`src/rtl/sdr_pkg.sv`:
```
// Shared span encoding and scaling constants for the pulse-density modulator.
// Assumes all spans are expressed in whole milliamps over a 24 mA full scale.
package sdr_pkg;

    localparam int unsigned FULL_MA = 24;

    typedef enum logic [1:0] {
        RNG_V5    = 2'b00,
        RNG_LIVE4 = 2'b01,
        RNG_I20   = 2'b10,
        RNG_I24   = 2'b11
    } range_e;

    // Span width in mA for a select value.
    function automatic logic [4:0] span_ma(input logic [1:0] sel);
        case (range_e'(sel))
            RNG_LIVE4: return 5'd16;
            RNG_I24:   return 5'd24;
            default:   return 5'd20;
        endcase
    endfunction

    // Floor of the span in mA for a select value.
    function automatic logic [4:0] floor_ma(input logic [1:0] sel);
        if (range_e'(sel) == RNG_LIVE4) return 5'd4;
        return 5'd0;
    endfunction

endpackage

```
`src/rtl/sdr_code_hold.sv`:
```
// Held output code with clear override.
// Stores the code on a load strobe. Produces the code the scaler should use.
// clr_i acts combinationally and sets a sticky override that only a load taken
// with clear low removes. Clear never writes the held code.
module sdr_code_hold #(
    parameter int CODE_W = 16
) (
    input  logic              clk,
    input  logic              rst_n,
    input  logic              load_i,
    input  logic [CODE_W-1:0] code_i,
    input  logic              clr_i,
    output logic [CODE_W-1:0] eff_o
);

    logic [CODE_W-1:0] code_q;
    logic              ovr_q;

    // Capture the code on each load; reset returns it to zero.
    always_ff @(posedge clk) begin
        if (!rst_n)      code_q <= '0;
        else if (load_i) code_q <= code_i;
    end

    // Sticky override: set by reset or clear, lifted by a load with clear low.
    always_ff @(posedge clk) begin
        if (!rst_n)      ovr_q <= 1'b1;
        else if (clr_i)  ovr_q <= 1'b1;
        else if (load_i) ovr_q <= 1'b0;
    end

    // Code seen by the scaler: bottom of span while clear or override is active.
    always_comb begin
        eff_o = code_q;
        if (clr_i || ovr_q) eff_o = '0;
    end

    AST_LOAD_CAPTURE: assert property (@(posedge clk) disable iff (!rst_n)
        load_i |=> code_q == $past(code_i));
    AST_CLEAR_KEEPS_CODE: assert property (@(posedge clk) disable iff (!rst_n)
        (clr_i && !load_i) |=> $stable(code_q));
    AST_OVERRIDE_STICKS: assert property (@(posedge clk) disable iff (!rst_n)
        $past(clr_i) |-> eff_o == '0);

endmodule

```
`src/rtl/sdr_span_scale.sv`:
```
// Maps the code onto the selected span in 2^-CODE_W mA units.
// Assumes X_W leaves room for the 24 mA full scale. The span select is decoded live.
module sdr_span_scale #(
    parameter int CODE_W = 16,
    parameter int X_W    = 21
) (
    input  logic              clk,
    input  logic              rst_n,
    input  logic [CODE_W-1:0] eff_i,
    input  logic [1:0]        range_i,
    output logic [X_W-1:0]    x_o
);
    import sdr_pkg::*;

    localparam logic [X_W-1:0] FS_X = X_W'(FULL_MA) << CODE_W;

    logic [X_W-1:0] base_w;
    logic [X_W-1:0] prod_w;

    // Floor plus code times span width, with no truncation inside X_W.
    always_comb begin
        base_w = X_W'(floor_ma(range_i)) << CODE_W;
        prod_w = X_W'(eff_i) * X_W'(span_ma(range_i));
        x_o    = base_w + prod_w;
    end

    AST_NO_WRAP: assert property (@(posedge clk) disable iff (!rst_n)
        x_o < FS_X);

endmodule

```
`src/rtl/sdr_integ.sv`:
```
// Saturating accumulator stage of the modulator.
// The next value is acc + add - (fb ? FB : 0), clamped to the signed W-bit range.
// Assumes FB fits in the internal sum width.
module sdr_integ #(
    parameter int                    W       = 25,
    parameter int                    IN_W    = 22,
    parameter int                    FB      = 1,
    parameter logic signed [W-1:0]   RST_VAL = '0
) (
    input  logic                   clk,
    input  logic                   rst_n,
    input  logic signed [IN_W-1:0] add_i,
    input  logic                   fb_i,
    output logic signed [W-1:0]    acc_o,
    output logic signed [W-1:0]    nxt_o
);

    localparam int SW = ((W > IN_W) ? W : IN_W) + 2;
    localparam logic signed [SW-1:0] MAX_V = {{(SW-W+1){1'b0}}, {(W-1){1'b1}}};
    localparam logic signed [SW-1:0] MIN_V = {{(SW-W+1){1'b1}}, {(W-1){1'b0}}};
    localparam logic signed [SW-1:0] FB_S  = SW'(FB);

    logic signed [W-1:0]  acc_q;
    logic signed [SW-1:0] sum_w;

    // Wide sum with feedback, then clamp to the stage width.
    always_comb begin
        sum_w = SW'(acc_q) + SW'(add_i);
        if (fb_i) sum_w = sum_w - FB_S;
        if (sum_w > MAX_V)      nxt_o = MAX_V[W-1:0];
        else if (sum_w < MIN_V) nxt_o = MIN_V[W-1:0];
        else                    nxt_o = sum_w[W-1:0];
    end

    // State register with parameterised reset value.
    always_ff @(posedge clk) begin
        if (!rst_n) acc_q <= RST_VAL;
        else        acc_q <= nxt_o;
    end

    assign acc_o = acc_q;

endmodule

```
`src/rtl/sdr_mod2.sv`:
```
// Second-order single-bit modulator with a unipolar input x in [0, FS).
// A one is emitted when the second accumulator is non-negative. The feedback of
// FS is applied to both stages, and the second stage takes the updated first stage.
module sdr_mod2 #(
    parameter int X_W  = 21,
    parameter int I1_W = 25,
    parameter int I2_W = 30,
    parameter int FS   = 1572864
) (
    input  logic           clk,
    input  logic           rst_n,
    input  logic [X_W-1:0] x_i,
    output logic           bit_o
);

    logic signed [X_W:0]    x_s;
    logic signed [I1_W-1:0] a1_q;
    logic signed [I1_W-1:0] a1_n;
    logic signed [I2_W-1:0] a2_q;
    logic signed [I2_W-1:0] a2_n;
    logic                   q_w;

    // Zero-extend the input into a signed operand.
    assign x_s = signed'({1'b0, x_i});
    // Quantizer: sign of the second accumulator.
    assign q_w   = ~a2_q[I2_W-1];
    assign bit_o = q_w;

    sdr_integ #(.W(I1_W), .IN_W(X_W+1), .FB(FS), .RST_VAL('0)) u_stage1 (
        .clk(clk), .rst_n(rst_n), .add_i(x_s), .fb_i(q_w),
        .acc_o(a1_q), .nxt_o(a1_n)
    );

    sdr_integ #(.W(I2_W), .IN_W(I1_W), .FB(FS), .RST_VAL('1)) u_stage2 (
        .clk(clk), .rst_n(rst_n), .add_i(a1_n), .fb_i(q_w),
        .acc_o(a2_q), .nxt_o(a2_n)
    );

    AST_FB_PULLS_DOWN: assert property (@(posedge clk) disable iff (!rst_n)
        bit_o |=> a1_q <= $past(a1_q));
    AST_ZERO_SILENT: assert property (@(posedge clk) disable iff (!rst_n)
        (x_i == '0 && a1_q <= 0 && a2_q < 0) |=> !bit_o);

endmodule

```
`src/rtl/sdr_pdm_top.sv`:
```
// Range-scaled pulse-density modulator top.
// Chains hold -> scale -> modulate. Assumes a single clock domain and synchronous
// active-low reset. Full scale is 24 mA in units of 2^-CODE_W mA.
module sdr_pdm_top #(
    parameter int CODE_W = 16,
    parameter int I1_W   = 25,
    parameter int I2_W   = 30
) (
    input  logic              clk,
    input  logic              rst_n,
    input  logic              load_i,
    input  logic [CODE_W-1:0] code_i,
    input  logic [1:0]        range_i,
    input  logic              clr_i,
    output logic              bit_o
);
    import sdr_pkg::*;

    localparam int X_W = CODE_W + 5;
    localparam int FS  = int'(FULL_MA) << CODE_W;

    logic [CODE_W-1:0] eff_w;
    logic [X_W-1:0]    x_w;

    sdr_code_hold #(.CODE_W(CODE_W)) u_hold (
        .clk(clk), .rst_n(rst_n), .load_i(load_i), .code_i(code_i),
        .clr_i(clr_i), .eff_o(eff_w)
    );

    sdr_span_scale #(.CODE_W(CODE_W), .X_W(X_W)) u_scale (
        .clk(clk), .rst_n(rst_n), .eff_i(eff_w), .range_i(range_i), .x_o(x_w)
    );

    sdr_mod2 #(.X_W(X_W), .I1_W(I1_W), .I2_W(I2_W), .FS(FS)) u_mod (
        .clk(clk), .rst_n(rst_n), .x_i(x_w), .bit_o(bit_o)
    );

endmodule

```
`config.mk`:
```
export PLATFORM = sky130hd
export DESIGN_NAME = sdr_pdm_top
export DESIGN_NICKNAME = d
export VERILOG_FILES = /design/src/rtl/sdr_pkg.sv /design/src/rtl/sdr_code_hold.sv /design/src/rtl/sdr_span_scale.sv /design/src/rtl/sdr_integ.sv /design/src/rtl/sdr_mod2.sv /design/src/rtl/sdr_pdm_top.sv
export SDC_FILE = /design/constraint.sdc
export NUM_CORES = 1
export LEC_CHECK = 0
export BUFFER_PORTS_ARGS = -buffer_cell sky130_fd_sc_hd__buf_2
export CAP_MARGIN = 10
export CELL_PAD_IN_SITES_DETAIL_PLACEMENT = 0
export CELL_PAD_IN_SITES_GLOBAL_PLACEMENT = 1
export CORE_ASPECT_RATIO = 1.2
export CORE_MARGIN = 2
export CORE_UTILIZATION = 54
export CTS_BUF_LIST = sky130_fd_sc_hd__clkbuf_4 sky130_fd_sc_hd__clkbuf_8
export DETAILED_ROUTE_END_ITERATION = 8
export GPL_TIMING_DRIVEN = 0
export HOLD_SLACK_MARGIN = 0.06
export PLACE_DENSITY_LB_ADDON = 0.08
export SLEW_MARGIN = 20
export SYNTH_ARGS = -nofsm -noshare
export SYNTH_HDL_FRONTEND = slang
export SYNTH_SLANG_ARGS = --single-unit
```
`constraint.sdc`:
```
create_clock -name clk -period 39.7 [get_ports clk]
set_input_delay 7.94 -clock clk [delete_from_list [all_inputs] [get_ports clk]]
set_output_delay 7.94 -clock clk [all_outputs]
set_load 0.1 [all_outputs]
```
==> flow_summary.yaml <==
routing:
  wl_per_cell_um: 16.0
  vias: 6495
  first_pass_iters: 5
  drt_iter0_drc: 313
  drt-total-wl_um: 17400
  ant_nets: 0
  viasPerCell: 5.95
  drc: 0
clocking:
  cts-resized-gates: 0
  clk_pin_slew_ps: 90
  postCtsSetupRepairBufs: 0
  clock_sinks: 72
  cts_root_buf: "clkbuf_8"
  cts_buffers: 9
  clock_latency_ps: 370
  cts-hold-fix-buffers: 0
  cts_tree: "yes"
  clock_path_buffers: 2
  htree_levels: 3
yosys:
  avgSynthCellArea_um2: 8.19
  synth_seq_cells: 72
  yosysSeqAreaShare_pct: 19.9
  synth_edf_count: 0
  synth.distinct_cells: 70
  synth_cells: 886
  yosys_warnings: 0
  synth_nets: 1030
  async_flop_share_pct: 0
  synth-main-ff-cell: "dfxtp_1"
  syn_area_um2: 7260
global_routing:
  overflow: 0
  grt_pass1_wl_um: 28400
  grt_usage_pct: 25.0
  grt_pass1_vias: 6088
  grt_max_degree: 14
  grt_antenna_before_repair: 0
setup_path:
  critPathTopFamily: "compound AO/OA/AOI/OAI gates"
  startpoint_type: "input pin"
  path_buf_inv: 9
  slowest_stage: "o21ai_0"
  worstSetupEndpointType: "flop"
  worstPathMaxFanout: 10
  worstPathRequired_ps: 39930
  critPathKind: "in -> reg"
  critPathMaxStageDelay_ps: 620
  cp.arrival_ps: 21000
timing:
  setup_viol: 0
  finalCritPeriodShare_pct: 52.3
  fin_crit_ps: 20770
  rsz0062_at_grt: "no"
  finalMaxSlewViolations: 0
  max_freq_ghz: 0.0482
  relSlewSlack_pct: 50.4
  skew_ps: 11.1
  finalSetupTns_ps: 0
  worst_pin_slew_ps: 737
  hold_violations: 0
placement:
  portBuffers: 21
  dp_hpwl_um: 14200
  gp_congestion: 0.930
  place_area_um2: 7580
status:
  status: "finished clean"
floorplanning:
  core_um2: 13200
  start_util_pct: 55.1
  io_pins: 23
  die_area_um2: 14400
  die_x_um: 110
  die_y_um: 131
  row_count: 46
final_layout:
  utilization_pct: 59.1
  area_growth_syn_to_layout_pct: 7.31
  diodes: 0
  fin_area_um2: 7790
  layout-drive-gt1-share_pct: 8.88
  num-nets-final: 1062
hold_path:
  hp-class: "reg -> reg"
flow_run:
  maxCapViolations: 0
[layout by cell type, fill, tap and decap left out, types with 4 or more instances in the layout]
master,count
ha_1,103
nand2_1,72
dfxtp_1,72
inv_1,63
a21oi_1,56
o21ai_0,54
nor2_1,52
a21o_1,46
xnor2_1,36
nand3_1,27
xor2_1,27
buf_2,25
o22ai_1,25
mux2i_1,21
clkbuf_1,20
fa_1,19
or2_2,16
and2_1,14
and3_1,11
clkbuf_8,11
nor2b_1,10
a31oi_1,10
o211ai_1,10
o21bai_1,9
a31o_2,8
a211oi_1,7
a211o_1,6
nand4_1,5
or3_1,5
nor3_1,5
o21a_1,4
or4_1,4
buf_6,4
o21ai_1,4
nand2b_1,4
buf_4,4
[routing by layer]
metal	routed length, µm	track usage [%]	vias up	part of all wire (%)
met2	8480	43.2	110	49
li1	-	-	3254	-
met5	0	0	-	0
met4	326	7.89	0	1.9
met1	8040	31.9	3104	46
met3	550	3.27	27	3.2
[worst register-to-register path, delay by kind of cell, from the launching register on]
kind	cells	cell delay, ps
compound gates	19	4470
simple gates	13	3470
fa+ha+maj	9	2670
buf+inv	8	1870
flops	1	320
xor+xnor	1	320
mux	1	140
[worst paths after layout]
path,slack [ps],startpoint,cells past startpoint,endpoint
min,460,u_mod.u_stage1.acc_o[0],2,u_mod.u_stage1.acc_o[0]
max,18930,clr_i,52,u_mod.u_stage2.acc_o[27]
max reg2reg,26280,u_hold.ovr_q,51,u_mod.u_stage2.acc_o[27]
min reg2reg,460,u_mod.u_stage1.acc_o[0],2,u_mod.u_stage1.acc_o[0]
[cell families after synthesis]
logic type	Yosys count	synth area share, %
AO/OA/AOI/OAI	274	25.2
XOR/XNOR	63	7.60
adder cells (fa/ha/maj)	122	23.0
buffers and inverters	99	5.81
flip-flops	72	19.9
multiplexers	21	2.90
AND/OR/NAND/NOR	235	15.6
[synthesized netlist by cell type, types with 21 or more instances]
master / instances / area, µm²
ha_1: 103 / 1290
dfxtp_1: 72 / 1440
nand2_1: 72 / 270
inv_1: 63 / 236
a21oi_1: 56 / 280
o21ai_0: 54 / 270
nor2_1: 52 / 195
a21o_1: 46 / 345
xnor2_1: 36 / 315
nand3_1: 27 / 135
xor2_1: 27 / 236
o22ai_1: 25 / 156
mux2i_1: 21 / 210
[metrics by stage]
stage	hold slack, ps	cells	setup WS, ps
global route	482	1091	17970
finish	459	1091	18930
CTS	459	1091	18950
global placement	445	1075	18900
detailed placement	447	1075	18650
floorplan	430	886	21240
[registers in the layout, summed over array words and instances, names as in the netlist]
| name | count |
|---|---|
| u_mod.u_stage1.acc_o | 25 |
| u_mod.u_stage2.acc_o | 30 |
| u_hold.ovr_q | 1 |
| u_hold.code_q | 16 |
[layout make-up]
type | count | area, µm²
Fill cell | 1233 | 5390
Tap cell | 168 | 210
Buffer | 34 | 178
Timing Repair Buffer | 21 | 105
Clock inverter | 5 | 63.8
Sequential cell | 72 | 1440
Inverter | 65 | 244
Multi-Input combinational cell | 715 | 5400
Clock buffer | 11 | 151
Power is not shown: default switching activity piles up to over one toggle a cycle in this logic, so the estimate is an artifact.
